## config.mk

```make
export PLATFORM = sky130hd
export DESIGN_NAME = hotswap_link_ctrl
export DESIGN_NICKNAME = d
export VERILOG_FILES = /design/src/rtl/hslc_pkg.sv /design/src/rtl/hslc_sync.sv /design/src/rtl/hslc_supply.sv /design/src/rtl/hslc_idle.sv /design/src/rtl/hotswap_link_ctrl.sv
export SDC_FILE = /design/constraint.sdc
export NUM_CORES = 1
export LEC_CHECK = 0
export BUFFER_PORTS_ARGS = -buffer_cell sky130_fd_sc_hd__buf_2
export CORE_MARGIN = 4
export CORE_UTILIZATION = 56
export DETAILED_ROUTE_END_ITERATION = 8
export GPL_ROUTABILITY_DRIVEN = 0
export GPL_TIMING_DRIVEN = 0
export PLACE_DENSITY = 0.77
export SLEW_MARGIN = 10
export SYNTH_ARGS = -nofsm -noshare
export SYNTH_HDL_FRONTEND = slang
export SYNTH_SLANG_ARGS = --single-unit
```

## constraint.sdc

```tcl
create_clock -name clk -period 1.7 [get_ports clk]
set_input_delay 0.34 -clock clk [delete_from_list [all_inputs] [get_ports clk]]
set_output_delay 0.34 -clock clk [all_outputs]
set_load 0.05 [all_outputs]
```

## src/rtl/hslc_pkg.sv

```systemverilog
package hslc_pkg;
  typedef enum logic [1:0] {
    ST_LOCK = 2'd0,
    ST_INIT = 2'd1,
    ST_ARM  = 2'd2,
    ST_LINK = 2'd3
  } hslc_state_e;

  localparam int unsigned LINE_COUNT = 4;
  localparam int unsigned LN_CARD_SDA = 0;
  localparam int unsigned LN_CARD_SCL = 1;
  localparam int unsigned LN_BP_SDA   = 2;
  localparam int unsigned LN_BP_SCL   = 3;
  localparam int unsigned SIDE_COUNT  = 2;
endpackage

```

## src/rtl/hslc_sync.sv

```systemverilog
module hslc_sync #(
  parameter int unsigned WIDTH  = 4,
  parameter int unsigned STAGES = 2
) (
  input  logic             clk,
  input  logic             rst_n,
  input  logic [WIDTH-1:0] async_i,
  output logic [WIDTH-1:0] sync_o
);
  logic [WIDTH-1:0] stg_q [STAGES];

  // Lines idle high: reset to ones so no false edge after reset.
  always_ff @(posedge clk or negedge rst_n) begin
    if (!rst_n) stg_q[0] <= '1;
    else        stg_q[0] <= async_i;
  end

  for (genvar s = 1; s < STAGES; s++) begin : g_stage
    always_ff @(posedge clk or negedge rst_n) begin
      if (!rst_n) stg_q[s] <= '1;
      else        stg_q[s] <= stg_q[s-1];
    end
  end

  assign sync_o = stg_q[STAGES-1];
endmodule

```

## src/rtl/hslc_supply.sv

```systemverilog
module hslc_supply #(
  parameter int unsigned SIDES = 2
) (
  input  logic             clk,
  input  logic             rst_n,
  input  logic [SIDES-1:0] rise_ok_i,
  input  logic [SIDES-1:0] fall_bad_i,
  output logic             all_ok_o
);
  logic [SIDES-1:0] valid_q;

  for (genvar i = 0; i < SIDES; i++) begin : g_side
    logic valid_d;
    always_comb begin
      valid_d = valid_q[i];
      if (fall_bad_i[i])     valid_d = 1'b0;
      else if (rise_ok_i[i]) valid_d = 1'b1;
    end
    always_ff @(posedge clk or negedge rst_n) begin
      if (!rst_n) valid_q[i] <= 1'b0;
      else        valid_q[i] <= valid_d;
    end
  end

  assign all_ok_o = &valid_q;
endmodule

```

## src/rtl/hslc_idle.sv

```systemverilog
module hslc_idle
  import hslc_pkg::*;
#(
  parameter int unsigned IDLE_CYCLES = 1000
) (
  input  logic                  clk,
  input  logic                  rst_n,
  input  logic                  arm_i,
  input  logic [LINE_COUNT-1:0] lines_i,
  output logic                  idle_done_o,
  output logic                  stop_seen_o
);
  localparam int unsigned CW = $clog2(IDLE_CYCLES + 1);
  localparam logic [CW-1:0] CNT_LAST = CW'(IDLE_CYCLES - 1);

  logic [CW-1:0] cnt_q, cnt_d;
  logic          cnt_en;
  logic          sda_prev_q, scl_prev_q;
  logic          all_high, run;

  assign all_high = &lines_i;
  assign run      = arm_i & all_high;

  assign idle_done_o = run & (cnt_q == CNT_LAST);
  assign stop_seen_o = arm_i & all_high & ~sda_prev_q & scl_prev_q;

  always_comb begin
    cnt_en = 1'b1;
    cnt_d  = '0;
    if (run) begin
      cnt_en = ~idle_done_o;
      cnt_d  = cnt_q + CW'(1);
    end
  end

  always_ff @(posedge clk or negedge rst_n) begin
    if (!rst_n)      cnt_q <= '0;
    else if (cnt_en) cnt_q <= cnt_d;
  end

  always_ff @(posedge clk or negedge rst_n) begin
    if (!rst_n) begin
      sda_prev_q <= 1'b1;
      scl_prev_q <= 1'b1;
    end else begin
      sda_prev_q <= lines_i[LN_CARD_SDA];
      scl_prev_q <= lines_i[LN_CARD_SCL];
    end
  end
endmodule

```

## src/rtl/hotswap_link_ctrl.sv

```systemverilog
module hotswap_link_ctrl
  import hslc_pkg::*;
#(
  parameter int unsigned INIT_CYCLES = 64,
  parameter int unsigned IDLE_CYCLES = 1000,
  parameter int unsigned SYNC_STAGES = 2
) (
  input  logic clk,
  input  logic rst_n,
  input  logic card_rise_ok_i,
  input  logic card_fall_bad_i,
  input  logic bp_rise_ok_i,
  input  logic bp_fall_bad_i,
  input  logic card_sda_i,
  input  logic card_scl_i,
  input  logic bp_sda_i,
  input  logic bp_scl_i,
  input  logic accel_allow_i,
  output logic connect_o,
  output logic precharge_o,
  output logic accel_o,
  output logic ready_o
);
  localparam int unsigned IW = $clog2(INIT_CYCLES + 1);
  localparam logic [IW-1:0] INIT_LAST = IW'(INIT_CYCLES - 1);

  hslc_state_e state_q, state_d;
  logic [LINE_COUNT-1:0] lines_raw, lines_s;
  logic sup_ok, idle_done, stop_seen, init_done;
  logic [IW-1:0] init_cnt_q, init_cnt_d;

  assign lines_raw[LN_CARD_SDA] = card_sda_i;
  assign lines_raw[LN_CARD_SCL] = card_scl_i;
  assign lines_raw[LN_BP_SDA]   = bp_sda_i;
  assign lines_raw[LN_BP_SCL]   = bp_scl_i;

  hslc_sync #(.WIDTH(LINE_COUNT), .STAGES(SYNC_STAGES)) u_sync (
    .clk(clk), .rst_n(rst_n), .async_i(lines_raw), .sync_o(lines_s)
  );

  hslc_supply #(.SIDES(SIDE_COUNT)) u_supply (
    .clk(clk), .rst_n(rst_n),
    .rise_ok_i({bp_rise_ok_i, card_rise_ok_i}),
    .fall_bad_i({bp_fall_bad_i, card_fall_bad_i}),
    .all_ok_o(sup_ok)
  );

  hslc_idle #(.IDLE_CYCLES(IDLE_CYCLES)) u_idle (
    .clk(clk), .rst_n(rst_n), .arm_i(state_q == ST_ARM),
    .lines_i(lines_s), .idle_done_o(idle_done), .stop_seen_o(stop_seen)
  );

  assign init_done  = (state_q == ST_INIT) && (init_cnt_q == INIT_LAST);
  assign init_cnt_d = (state_q == ST_INIT) ? init_cnt_q + IW'(1) : '0;

  always_ff @(posedge clk or negedge rst_n) begin
    if (!rst_n) init_cnt_q <= '0;
    else        init_cnt_q <= init_cnt_d;
  end

  always_comb begin
    state_d = state_q;
    if (!sup_ok) begin
      state_d = ST_LOCK;
    end else begin
      unique case (state_q)
        ST_LOCK: state_d = ST_INIT;
        ST_INIT: if (init_done) state_d = ST_ARM;
        ST_ARM:  if (idle_done || stop_seen) state_d = ST_LINK;
        default: state_d = state_q;
      endcase
    end
  end

  always_ff @(posedge clk or negedge rst_n) begin
    if (!rst_n) state_q <= ST_LOCK;
    else        state_q <= state_d;
  end

  assign connect_o   = (state_q == ST_LINK);
  assign precharge_o = (state_q == ST_INIT) || (state_q == ST_ARM);
  assign accel_o     = connect_o & accel_allow_i;
  assign ready_o     = connect_o;
endmodule

```

==> results of run 1 <==
Yosys cell counts (all sizes together):
library cell	n
a21oi	3
nand2b	1
nand3	10
buf	1
nand4b	1
nand3b	1
nand4bb	1
nand4	1
and3	2
nand2	5
dfstp	10
o22ai	1
or2	2
mux2i	3
inv	5
nor3	4
xnor2	6
o31ai	1
ha	7
dfrtp	21
xor2	4
a21boi	1
or3	2
nor2	12
o311ai	1
clkbuf	1
o21ai	3
and2	5
nor2b	3
layout make-up:
class | count | area [µm²] | area share, %
Sequential cell | 31 | 788 | 50.2
Timing Repair Buffer | 14 | 85.1 | 5.41
Clock inverter | 2 | 12.5 | 0.796
Tap cell | 28 | 35.0 | 2.23
Multi-Input combinational cell | 80 | 583 | 37.1
Inverter | 5 | 18.8 | 1.19
Clock buffer | 6 | 41.3 | 2.63
Buffer | 1 | 7.51 | 0.478
registers in the layout (all words and copies together) (netlist names):
name / flops
init_cnt_q: 7
state_q: 2
u_idle.cnt_q: 10
u_idle.scl_prev_q: 1
u_idle.sda_prev_q: 1
u_supply.valid_q: 2
u_sync.stg_q: 4
u_sync.sync_o: 4
layout by cell type (no fill, tap or decap), types with 2 or more instances in the layout:
cell      Yosys  final
a21oi_1       3      3
clkbuf_4      0      6
buf_2         0     11
nand3_1      10     10
ha_1          7      6
or3_1         2      2
dfrtp_1      21     21
inv_1         5      5
mux2i_1       3      3
xor2_1        4      4
nor3_1        3      3
or2_2         2      2
and2_1        5      4
xnor2_1       6      6
nor2b_1       3      3
nand2_1       4      4
nor2_1       12     12
o21ai_0       3      3
dfstp_2      10     10
buf_6         0      2
and3_1        2      2
worst paths after layout:
check | end | cells after the start | start | slack, ps
min in group clk | u_sync.stg_q[6] | 1 | bp_sda_i | 110
worst min-delay path | init_cnt_q[5] | 1 | rst_n | 30
worst min register to register | u_sync.sync_o[2] | 0 | u_sync.stg_q[6] | 360
worst max register to register | state_q[1] | 6 | state_q[1] | 50
worst max-delay path | precharge_o | 3 | state_q[0] | 30
max in group asynchronous | u_idle.cnt_q[3] | 1 | rst_n | 1250
layer usage:
layer | vias up | track usage (%)
met3 | 4 | 6.01
li1 | 436 | -
met4 | 0 | 7.95
met1 | 428 | 19.0
met5 | - | 0
met2 | 15 | 26.3
cells by family after synthesis:
kind of cell             synth area share (%)
XOR/XNOR                                 6.27
adder cells (fa/ha/maj)                  6.27
AO/OA/AOI/OAI                            5.55
AND/OR/NAND/NOR                          21.2
flip-flops                               56.4
multiplexers                             2.15
buffers and inverters                    2.15
power groups by stage:
stage | logic [µW] | clock network, µW | registers [µW]
detailed placement | 63.9 | 0 | 790
global placement | 61.5 | 0 | 788
global route | 73.1 | 458 | 779
CTS | 66.6 | 420 | 776
floorplan | 33.3 | 0 | 787
finish | 64.4 | 405 | 776
stage by stage:
step                      total power (µW)  setup TNS, ps  hold WS, ps
final                                 1250              0         27.1
after floorplan                        820              0         44.4
after CTS                             1260          -12.5         42.5
after global placement                 850              0          346
after detailed placement               854              0          347
after global routing                  1310           -115         64.3
critical path: stages (launching register included):
cell     delay, ps
dfrtp_1        430
inv_1           80
ha_1           330
buf_6          160
what timing repair did:
item / in CTS / in global routing
gates resized for setup: 3 / 3
hold buffers: 0 / 0
pin swaps: 0 / 1
setup endpoints to repair: 2 / 8
==> out/summary.json, run 1 <==
{
  "minimum_setup_slack_after_placement": {"value": 61.2, "unit": "ps"},
  "layout_setup_ws": {"value": 26.0, "unit": "ps"},
  "num_vias": {"value": 883},
  "share_of_the_cycle_needed_by_the_critical_path_after_routing": {"value": 98.5, "unit": "%"},
  "place.detailed.instances": {"value": 160},
  "wl_met3": {"value": 110, "unit": "µm"},
  "area.growth.synth_to_final": {"value": 12.4, "unit": "%"},
  "cellInternalPower": {"value": 951, "unit": "µW"},
  "timing.slew.headroom": {"value": 56.8, "unit": "%"},
  "dieWidth": {"value": 58.0, "unit": "µm"},
  "detailedRoute.firstPassIterationCount": {"value": 4},
  "gr-total-overflow": {"value": 0},
  "clock_sink_count": {"value": 31},
  "final_core_util": {"value": 68.4, "unit": "%"},
  "count_of_antenna_violating_nets_left_after_detailed_routing": {"value": 0},
  "fp.coreArea": {"value": 2300, "unit": "µm²"},
  "power.switching_fraction": {"value": 23.7, "unit": "%"},
  "hpwlAfterDp": {"value": 1.62, "unit": "mm"},
  "diodes": {"value": 0},
  "avgSynthCellArea": {"value": 11.8, "unit": "µm²"},
  "initial_utilization": {"value": 60.8, "unit": "%"},
  "grt_setup_unrepaired": {"value": "true"},
  "mappedNetlistArea": {"value": 1400, "unit": "µm²"},
  "crit_path_start_kind": {"value": "register"},
  "post_syn_nets": {"value": 136},
  "slew_viol_final": {"value": 0},
  "fill_cells": {"value": 187},
  "rows": {"value": 17},
  "finalClockSkew": {"value": 6.24, "unit": "ps"},
  "grt_pass1_wl": {"value": 4.03, "unit": "mm"},
  "cp-end-kind": {"value": "primary output"},
  "cts_tree": {"value": "done"},
  "irDropWorstVdd": {"value": 0.917, "unit": "mV"},
  "synthDominantCellAreaShare": {"value": 37.6, "unit": "%"},
  "layout_min_cycle_time": {"value": 1670, "unit": "ps"},
  "root_buf_cell": {"value": "clkbuf_4"},
  "via_per_instance_ratio": {"value": 5.29},
  "timing_worst_setup_path_type": {"value": "reg2out"},
  "setup_viol_count_final": {"value": 0},
  "comb_power_share": {"value": 5.2, "unit": "%"},
  "worst_path_fanout_max": {"value": 5},
  "dr_wl_met2": {"value": 1.06, "unit": "mm"},
  "place.port_buffers": {"value": 14},
  "pwr-share-seq": {"value": 62.3, "unit": "%"},
  "synth.top_cells.by_area": {"value": "dfrtp_1 (38%), dfstp_2 (19%), ha_1 (6.3%), xnor2_1 (3.8%), nand3_1 (3.6%)"},
  "proportion_of_synthesized_chip_area_in_sequential_cells": {"value": 56.4, "unit": "%"},
  "worstPathArrival": {"value": 1330, "unit": "ps"},
  "max_cap_viol": {"value": 0},
  "cts-htree-levels": {"value": 2},
  "final_cell_area": {"value": 1570, "unit": "µm²"},
  "yosysTopAreaCell": {"value": "dfrtp_1"},
  "netlist_instances": {"value": 118},
  "cellPowerDensity": {"value": 793, "unit": "nW/µm²"},
  "number_of_nets_in_the_final_layout": {"value": 156},
  "worst_pin_slew": {"value": 647, "unit": "ps"},
  "via_count_of_the_first_global_routing_pass": {"value": 902},
  "yosys_register_bits": {"value": 31},
  "detail_route.wl_per_cell": {"value": 13.3, "unit": "µm"},
  "dpl_cell_area": {"value": 1500, "unit": "µm²"},
  "wl_met1": {"value": 992, "unit": "µm"},
  "yosysWarnings": {"value": 0},
  "floorplan.die.height": {"value": 58.0, "unit": "µm"},
  "synth_cell_type_count": {"value": 31},
  "drtIter0Drc": {"value": 15},
  "number_of_buffers_created_by_cts": {"value": 5},
  "drc_errors": {"value": 0},
  "worstPathRequired": {"value": 1360, "unit": "ps"},
  "status": {"value": "complete, no violations"},
  "ctsLongestPathBuffers": {"value": 2},
  "worstSkewPairLatency": {"value": 320, "unit": "ps"},
  "cts.repair_timing.setup_buffer_count": {"value": 0},
  "clk_pin_slew_worst_paths": {"value": 100, "unit": "ps"},
  "die_ar": {"value": 3360, "unit": "µm²"},
  "power.static_leakage": {"value": 0.000693, "unit": "µW"},
  "largest_net_degree_at_the_start_of_global_routing": {"value": 32},
  "p_clk_share": {"value": 32.5, "unit": "%"},
  "io_pins": {"value": 15},
  "maxClockFrequency": {"value": 0.597, "unit": "GHz"},
  "count_of_non_filler_cells_in_the_finished_layout": {"value": 167},
  "antenna_found_initial": {"value": 0},
  "switching_power": {"value": 295, "unit": "µW"},
  "grt.total_usage": {"value": 16.2, "unit": "%"},
  "hold_viol_final": {"value": 0},
  "wl": {"value": 2.22, "unit": "mm"},
  "drive_above_1_share": {"value": 28.8, "unit": "%"},
  "top_layer": {"value": "met4"},
  "worstHoldPathType": {"value": "in2async"}
}
No activity file was read; power rests on OpenSTA's default activity.
==> run 2: changes to the inputs <==
--- a/config.mk
+++ b/config.mk
@@ -11,7 +11,7 @@
 export DETAILED_ROUTE_END_ITERATION = 8
 export GPL_ROUTABILITY_DRIVEN = 0
 export GPL_TIMING_DRIVEN = 0
-export PLACE_DENSITY = 0.77
+export PLACE_DENSITY = 0.74
 export SLEW_MARGIN = 10
 export SYNTH_ARGS = -nofsm -noshare
 export SYNTH_HDL_FRONTEND = slang
==> run 2 against run 1 <==
Net effect: cell count grew 0.60%; flip-flop and latch count is the same; clock-buffer cell count unchanged; sequential share of layout area down 1.6 points; critical endpoint unchanged; largest cell class unchanged; largest power group unchanged.
==> out/summary.json, run 2 (synthesis results as in run 1) <==
{
  "status": {"value": "complete, no violations"},
  "number_of_buffers_created_by_cts": {"value": 5, "change": "unchanged"},
  "detail_route.wl_per_cell": {"value": 13.2, "unit": "µm", "change": "-0.60%"},
  "regArea": {"value": 788, "unit": "µm²", "change": "unchanged"},
  "crit_path_start_kind": {"value": "register"},
  "place.port_buffers": {"value": 14, "change": "unchanged"},
  "layout_min_cycle_time": {"value": 1640, "unit": "ps", "change": "-38.2 ps"},
  "totalNegativeSetupSlack": {"value": 0, "unit": "ps", "change": "unchanged"},
  "worst_pin_slew": {"value": 643, "unit": "ps", "change": "-4.79 ps"},
  "drive_above_1_share": {"value": 31.4, "unit": "%", "change": "+2.7 points"},
  "layout_top_registers": {"value": "u_idle.cnt_q: 10 flops, init_cnt_q: 7 flops"},
  "drtIter0Drc": {"value": 17, "change": "+2"},
  "antenna_found_initial": {"value": 0, "change": "unchanged"},
  "timing_worst_setup_path_type": {"value": "reg2out"},
  "finalClockSkew": {"value": 6.33, "unit": "ps", "change": "+0.0874 ps"},
  "fp.coreArea": {"value": 2300, "unit": "µm²", "change": "unchanged"},
  "worstHoldPathType": {"value": "in2async"},
  "comb_power_share": {"value": 4.8, "unit": "%", "change": "-0.4 points"},
  "number_of_nets_in_the_final_layout": {"value": 157, "change": "+0.64%"},
  "share_of_the_cycle_needed_by_the_critical_path_after_routing": {"value": 96.2, "unit": "%", "change": "-2.2 points"},
  "cts_tree": {"value": "done"},
  "mostFrequentLayoutCells": {"value": "dfrtp_1 (21), nor2_1 (12), buf_2 (11)"},
  "irDropWorstVdd": {"value": 0.817, "unit": "mV", "change": "-11%"},
  "area.growth.synth_to_final": {"value": 16.1, "unit": "%"},
  "worstSkewPairLatency": {"value": 330, "unit": "ps", "change": "about the same"},
  "ctsLongestPathBuffers": {"value": 2, "change": "unchanged"},
  "worstReg2RegEnd": {"value": "state_q[1]"},
  "crit_buf_inv": {"value": 2, "change": "unchanged"},
  "via_count_of_the_first_global_routing_pass": {"value": 940, "change": "+4.2%"},
  "via_per_instance_ratio": {"value": 5.33, "change": "+0.87%"},
  "cp-end-kind": {"value": "primary output"},
  "cellPowerDensity": {"value": 885, "unit": "nW/µm²", "change": "+12%"},
  "pwr-share-seq": {"value": 54.0, "unit": "%", "change": "-8.3 points"},
  "hold_viol_final": {"value": 0, "change": "unchanged"},
  "largest_net_degree_at_the_start_of_global_routing": {"value": 32, "change": "unchanged"},
  "maxClockFrequency": {"value": 0.611, "unit": "GHz", "change": "+2.3%"},
  "diodes": {"value": 0, "change": "unchanged"},
  "grt.total_usage": {"value": 16.0, "unit": "%", "change": "-0.23 points"},
  "cp_top_family": {"value": "flip-flops"},
  "root_buf_cell": {"value": "clkbuf_4"},
  "slew_viol_final": {"value": 0, "change": "unchanged"},
  "fill_cells": {"value": 173, "change": "-7.5%"},
  "critPathMaxStageDelay": {"value": 410, "unit": "ps", "change": "-20 ps"},
  "cellInternalPower": {"value": 1140, "unit": "µW", "change": "+20%"},
  "worstPathRequired": {"value": 1360, "unit": "ps", "change": "about the same"},
  "mostFrequentLayoutCell": {"value": "dfrtp_1"},
  "count_of_antenna_violating_nets_left_after_detailed_routing": {"value": 0, "change": "unchanged"},
  "p_clk_share": {"value": 41.2, "unit": "%", "change": "+8.7 points"},
  "die_ar": {"value": 3360, "unit": "µm²", "change": "unchanged"},
  "dieWidth": {"value": 58.0, "unit": "µm", "change": "unchanged"},
  "largest_register_ffs": {"value": 10, "change": "unchanged"},
  "power.static_leakage": {"value": 0.000718, "unit": "µW", "change": "+3.6%"},
  "io_pins": {"value": 15, "change": "unchanged"},
  "timing.rr.start": {"value": "state_q[1]"},
  "switching_power": {"value": 293, "unit": "µW", "change": "-0.66%"},
  "worst_path_fanout_max": {"value": 4, "change": "-1"},
  "regMostFlops": {"value": "u_idle.cnt_q"},
  "wl": {"value": 2.22, "unit": "mm", "change": "unchanged"},
  "grt_pass1_wl": {"value": 4.06, "unit": "mm", "change": "+0.87%"},
  "num_vias": {"value": 896, "change": "+1.5%"},
  "drc_errors": {"value": 0, "change": "unchanged"},
  "reg2reg_setup_slack": {"value": 90, "unit": "ps", "change": "+40 ps"},
  "cts-htree-levels": {"value": 2, "change": "unchanged"},
  "power.switching_fraction": {"value": 20.4, "unit": "%", "change": "-3.3 points"},
  "max_cap_viol": {"value": 0, "change": "unchanged"},
  "dpl_cell_area": {"value": 1500, "unit": "µm²", "change": "unchanged"},
  "worstPathArrival": {"value": 1300, "unit": "ps", "change": "-30 ps"},
  "grt_setup_unrepaired": {"value": "false"},
  "detailedRoute.firstPassIterationCount": {"value": 3, "change": "-1"},
  "clock_sink_count": {"value": 31, "change": "unchanged"},
  "timing.slew.headroom": {"value": 57.2, "unit": "%", "change": "+0.32 points"},
  "worst-r2r-cell-count": {"value": 6, "change": "unchanged"},
  "gr-total-overflow": {"value": 0, "change": "unchanged"},
  "crit_path_cell_trace": {"value": "inv_1 > ha_4 > buf_6"},
  "hpwlAfterDp": {"value": 1.61, "unit": "mm", "change": "-0.20%"},
  "layout_setup_ws": {"value": 64.2, "unit": "ps", "change": "+38.2 ps"},
  "clk_pin_slew_worst_paths": {"value": 90, "unit": "ps", "change": "about the same"},
  "initial_utilization": {"value": 60.8, "unit": "%", "change": "unchanged"},
  "whs": {"value": 22.4, "unit": "ps", "change": "-4.77 ps"},
  "multi_input_area": {"value": 598, "unit": "µm²", "change": "+2.6%"},
  "final_cell_area": {"value": 1620, "unit": "µm²", "change": "+3.3%"},
  "setup_viol_count_final": {"value": 0, "change": "unchanged"},
  "rows": {"value": 17, "change": "unchanged"},
  "floorplan.die.height": {"value": 58.0, "unit": "µm", "change": "unchanged"},
  "minimum_setup_slack_after_placement": {"value": 65.5, "unit": "ps", "change": "+4.31 ps"},
  "crit_slowest_cell": {"value": "dfrtp_1"}
}
-- run 2: changes by cell type in the layout (fill, tap and decap cells not counted), sizes merged --
cell,previous run,this run
buf,14,15
bufinv,0,1
clkinvlp,1,0
-- run 2: worst reg2reg max path: stages, from the launching register on --
cell and delay (ps):
dfrtp_1 430, inv_1 150, ha_2 280, nand4b_1 120, o22ai_1 220, o311ai_4 150
mux2i_1 150
-- run 2: layer usage --
metal	wire, µm	part of all wire (%)	vias up	GRT usage (%)
li1	-	-	439	-
met1	959	43	430	18.8
met2	1090	49	20	25.8
met3	131	5.9	7	6.24
met4	42	1.9	0	7.28
met5	0	0	-	0
-- run 2: final cells by class --
type / count / share of cell area (%)
plain buffers: 1 / 0.463
flip-flops and latches: 31 / 48.6
clock inverters: 2 / 2.16
clock buffers: 6 / 3.16
well taps: 28 / 2.16
multi-input cells: 80 / 36.9
inverters: 5 / 1.16
repair buffers: 15 / 5.47
-- run 2: power by group through the flow --
stage               logic [µW]  clock network (µW)  registers (µW)
floorplan                 33.3                   0             787
global placement          61.1                   0             788
detailed placement        63.6                   0             790
CTS                       67.1                 606             775
global route              78.1                 643             778
finish                    69.2                 591             775
-- run 2: through the flow --
step	total power, µW	cells	util (%)
2_1_floorplan	820	118	-
3_3_place_gp	849	160	65.5
3_5_place_dp	853	160	65.5
4_1_cts	1450	169	69.7
5_1_grt	1500	168	70.6
6_report	1440	168	70.6
-- run 2: worst max-delay path by stage --
stage                          start     endpoint  depth (start not counted)
final                     state_q[1]  precharge_o                          3
after global routing      state_q[1]   state_q[0]                          6
after CTS                 state_q[1]      accel_o                          3
after detailed placement  state_q[1]   state_q[0]                          6
after global placement    state_q[1]   state_q[1]                          6
after floorplan           state_q[0]      accel_o                          2
-- run 2: repair_timing --
item,CTS,global route
setup buffers,1,0
endpoints found under the setup margin,2,13
hold buffers,0,0
hold endpoints to repair,0,0
resized for setup,1,7
==> run 3: changes to the inputs <==
--- a/config.mk
+++ b/config.mk
@@ -11,7 +11,7 @@
 export DETAILED_ROUTE_END_ITERATION = 8
 export GPL_ROUTABILITY_DRIVEN = 0
 export GPL_TIMING_DRIVEN = 0
-export PLACE_DENSITY = 0.74
+export PLACE_DENSITY_LB_ADDON = 0.25
 export SLEW_MARGIN = 10
 export SYNTH_ARGS = -nofsm -noshare
 export SYNTH_HDL_FRONTEND = slang
==> run 3 against run 2 <==
Net effect: sequential power hardly changed; cell count grew 1.2%; first-iteration DRC count is 41% higher; core utilization decreased by 1.4 points; register-to-register slack about the same; critical path type unchanged; critical endpoint is now accel_o.
==> out/summary.json, run 3 (synthesis results as in run 1) <==
{
  "max_cap_viol": {"value": 0, "change": "unchanged"},
  "layout_min_cycle_time": {"value": 1660, "unit": "ps", "change": "+28.4 ps"},
  "num_vias": {"value": 918, "change": "+2.5%"},
  "crit_path_start_kind": {"value": "register"},
  "grt.total_usage": {"value": 16.1, "unit": "%", "change": "+0.070 points"},
  "drive_above_1_share": {"value": 30.3, "unit": "%", "change": "-1.1 points"},
  "worst_path_fanout_max": {"value": 4, "change": "unchanged"},
  "worstPathArrival": {"value": 1320, "unit": "ps", "change": "+20 ps"},
  "cts-htree-levels": {"value": 2, "change": "unchanged"},
  "via_count_of_the_first_global_routing_pass": {"value": 988, "change": "+5.1%"},
  "share_of_the_cycle_needed_by_the_critical_path_after_routing": {"value": 97.9, "unit": "%", "change": "+1.7 points"},
  "grt_pass1_wl": {"value": 4.08, "unit": "mm", "change": "+0.32%"},
  "detailedRoute.firstPassIterationCount": {"value": 4, "change": "+1"},
  "layout_top_registers": {"value": "u_idle.cnt_q: 10 flops, init_cnt_q: 7 flops"},
  "place.port_buffers": {"value": 14, "change": "unchanged"},
  "power.static_leakage": {"value": 0.000706, "unit": "µW", "change": "-1.7%"},
  "antenna_found_initial": {"value": 0, "change": "unchanged"},
  "irDropWorstVdd": {"value": 0.771, "unit": "mV", "change": "-5.6%"},
  "setup_viol_count_final": {"value": 0, "change": "unchanged"},
  "totalNegativeSetupSlack": {"value": 0, "unit": "ps", "change": "unchanged"},
  "setup.worst_path.start": {"value": "state_q[0]"},
  "diodes": {"value": 0, "change": "unchanged"},
  "reg2reg_setup_slack": {"value": 100, "unit": "ps", "change": "about the same"},
  "number_of_buffers_created_by_cts": {"value": 5, "change": "unchanged"},
  "worstPathRequired": {"value": 1360, "unit": "ps", "change": "about the same"},
  "drc_errors": {"value": 0, "change": "unchanged"},
  "count_of_antenna_violating_nets_left_after_detailed_routing": {"value": 0, "change": "unchanged"},
  "largest_register_ffs": {"value": 10, "change": "unchanged"},
  "worst_pin_slew": {"value": 660, "unit": "ps", "change": "+17.2 ps"},
  "gr-total-overflow": {"value": 0, "change": "unchanged"},
  "maxClockFrequency": {"value": 0.601, "unit": "GHz", "change": "-1.7%"},
  "fp.coreArea": {"value": 2300, "unit": "µm²", "change": "unchanged"},
  "final_core_util": {"value": 69.3, "unit": "%", "change": "-1.4 points"},
  "timing_worst_setup_path_type": {"value": "reg2out"},
  "cellPowerDensity": {"value": 782, "unit": "nW/µm²", "change": "-12%"},
  "worst-r2r-cell-count": {"value": 6, "change": "unchanged"},
  "cp-end-kind": {"value": "primary output"},
  "regMostFlops": {"value": "u_idle.cnt_q"},
  "status": {"value": "complete, no violations"},
  "hpwlAfterDp": {"value": 1.63, "unit": "mm", "change": "+1.2%"},
  "via_per_instance_ratio": {"value": 5.40, "change": "+1.3%"},
  "rows": {"value": 17, "change": "unchanged"},
  "cts_tree": {"value": "done"},
  "mostFrequentLayoutCells": {"value": "dfrtp_1 (20), nor2_1 (12), buf_2 (11)"},
  "clock_sink_count": {"value": 31, "change": "unchanged"},
  "grt_setup_unrepaired": {"value": "true"},
  "die_ar": {"value": 3360, "unit": "µm²", "change": "unchanged"},
  "worstSkewPairLatency": {"value": 330, "unit": "ps", "change": "about the same"},
  "whs": {"value": 27.5, "unit": "ps", "change": "+5.17 ps"},
  "mostFrequentLayoutCell": {"value": "dfrtp_1"},
  "floorplan.die.height": {"value": 58.0, "unit": "µm", "change": "unchanged"},
  "worstReg2RegEnd": {"value": "u_idle.cnt_q[2]"},
  "crit_slowest_cell": {"value": "dfrtp_2"},
  "crit_path_cell_trace": {"value": "ha_1 > and2_2 > buf_6"},
  "detail_route.wl_per_cell": {"value": 13.2, "unit": "µm", "change": "-0.11%"},
  "worstHoldPathType": {"value": "in2async"},
  "largest_net_degree_at_the_start_of_global_routing": {"value": 32, "change": "unchanged"},
  "finalClockSkew": {"value": 4.91, "unit": "ps", "change": "-1.42 ps"},
  "fin_total_pwr": {"value": 1250, "unit": "µW", "change": "-13%"},
  "critPathMaxStageDelay": {"value": 440, "unit": "ps", "change": "+30 ps"},
  "slew_viol_final": {"value": 0, "change": "unchanged"},
  "drtIter0Drc": {"value": 24, "change": "+7"},
  "initial_utilization": {"value": 60.8, "unit": "%", "change": "unchanged"},
  "hold_viol_final": {"value": 0, "change": "unchanged"},
  "wl": {"value": 2.24, "unit": "mm", "change": "+1.1%"},
  "io_pins": {"value": 15, "change": "unchanged"},
  "clk_pin_slew_worst_paths": {"value": 90, "unit": "ps", "change": "about the same"},
  "ctsLongestPathBuffers": {"value": 2, "change": "unchanged"},
  "timing.slew.headroom": {"value": 56.0, "unit": "%", "change": "-1.1 points"},
  "root_buf_cell": {"value": "clkbuf_4"},
  "area.growth.synth_to_final": {"value": 13.9, "unit": "%"},
  "number_of_nets_in_the_final_layout": {"value": 159, "change": "+1.3%"},
  "dieWidth": {"value": 58.0, "unit": "µm", "change": "unchanged"},
  "timing.rr.start": {"value": "state_q[0]"}
}
-- run 3: cell types whose count changed in the layout (fill, tap and decap cells not counted) --
cell / previous run / this run
buf_6: 1 / 2
ha_1: 4 / 6
dfrtp_2: 0 / 1
clkinvlp_4: 0 / 1
clkbuf_4: 6 / 5
ha_4: 1 / 0
clkbuf_8: 1 / 0
clkbuf_1: 0 / 2
ha_2: 2 / 1
dfrtp_1: 21 / 20
buf_4: 3 / 4
bufinv_16: 1 / 0
-- run 3: cell type report --
cell class,count,area [µm²]
buffer,2,11.3
tap,28,35.0
fill,171,706
timing repair buffer,16,100
clock inverter,2,12.5
multi-input combinational,80,583
inverter,5,18.8
clock buffer,6,41.3
sequential,31,790
-- run 3: worst max-delay path: cells and delay by family (launching register included) --
kind	cells	cell delay, ps
flops	1	440
fa+ha+maj	1	230
buf+inv	1	150
simple gates	1	180
-- run 3: routing by layer --
| metal | GRT usage [%] | wire length (µm) | vias to the layer above | part of all wire [%] |
|---|---|---|---|---|
| li1 | - | - | 443 | - |
| met1 | 17.1 | 949 | 447 | 42 |
| met2 | 27.7 | 1110 | 21 | 49 |
| met3 | 6.68 | 146 | 7 | 6.5 |
| met4 | 6.95 | 38 | 0 | 1.7 |
| met5 | 0 | 0 | - | 0 |
-- run 3: repair_timing --
action / 4_1_cts / 5_1_grt
resized for setup: 4 / 4
hold buffers: 0 / 0
gates cloned: 0 / 0
setup buffers: 1 / 1
setup endpoints to repair: 3 / 5
-- run 3: worst max path at each step --
stage                            to  slack (ps)  cells after the start
floorplan                   accel_o          70                      2
global placement         state_q[1]         100                      6
detailed placement  u_idle.cnt_q[2]          80                      6
CTS                         ready_o          10                      3
global route            precharge_o         -60                      3
finish                      accel_o          40                      3
-- run 3: report_power, final --
part	switching (µW)	internal (µW)
Sequential	10.7	765
Combinational	38.8	29.1
Clock	243	159
Total	292	953
-- run 3: metrics by stage --
| step | std cells | setup slack [ps] | cell area, µm² |
|---|---|---|---|
| floorplan | 118 | 65.7 | 1400 |
| global placement | 160 | 97.3 | 1500 |
| detailed placement | 160 | 80.0 | 1500 |
| CTS | 169 | 11.3 | 1580 |
| global route | 170 | -61.6 | 1590 |
| finish | 170 | 35.8 | 1590 |
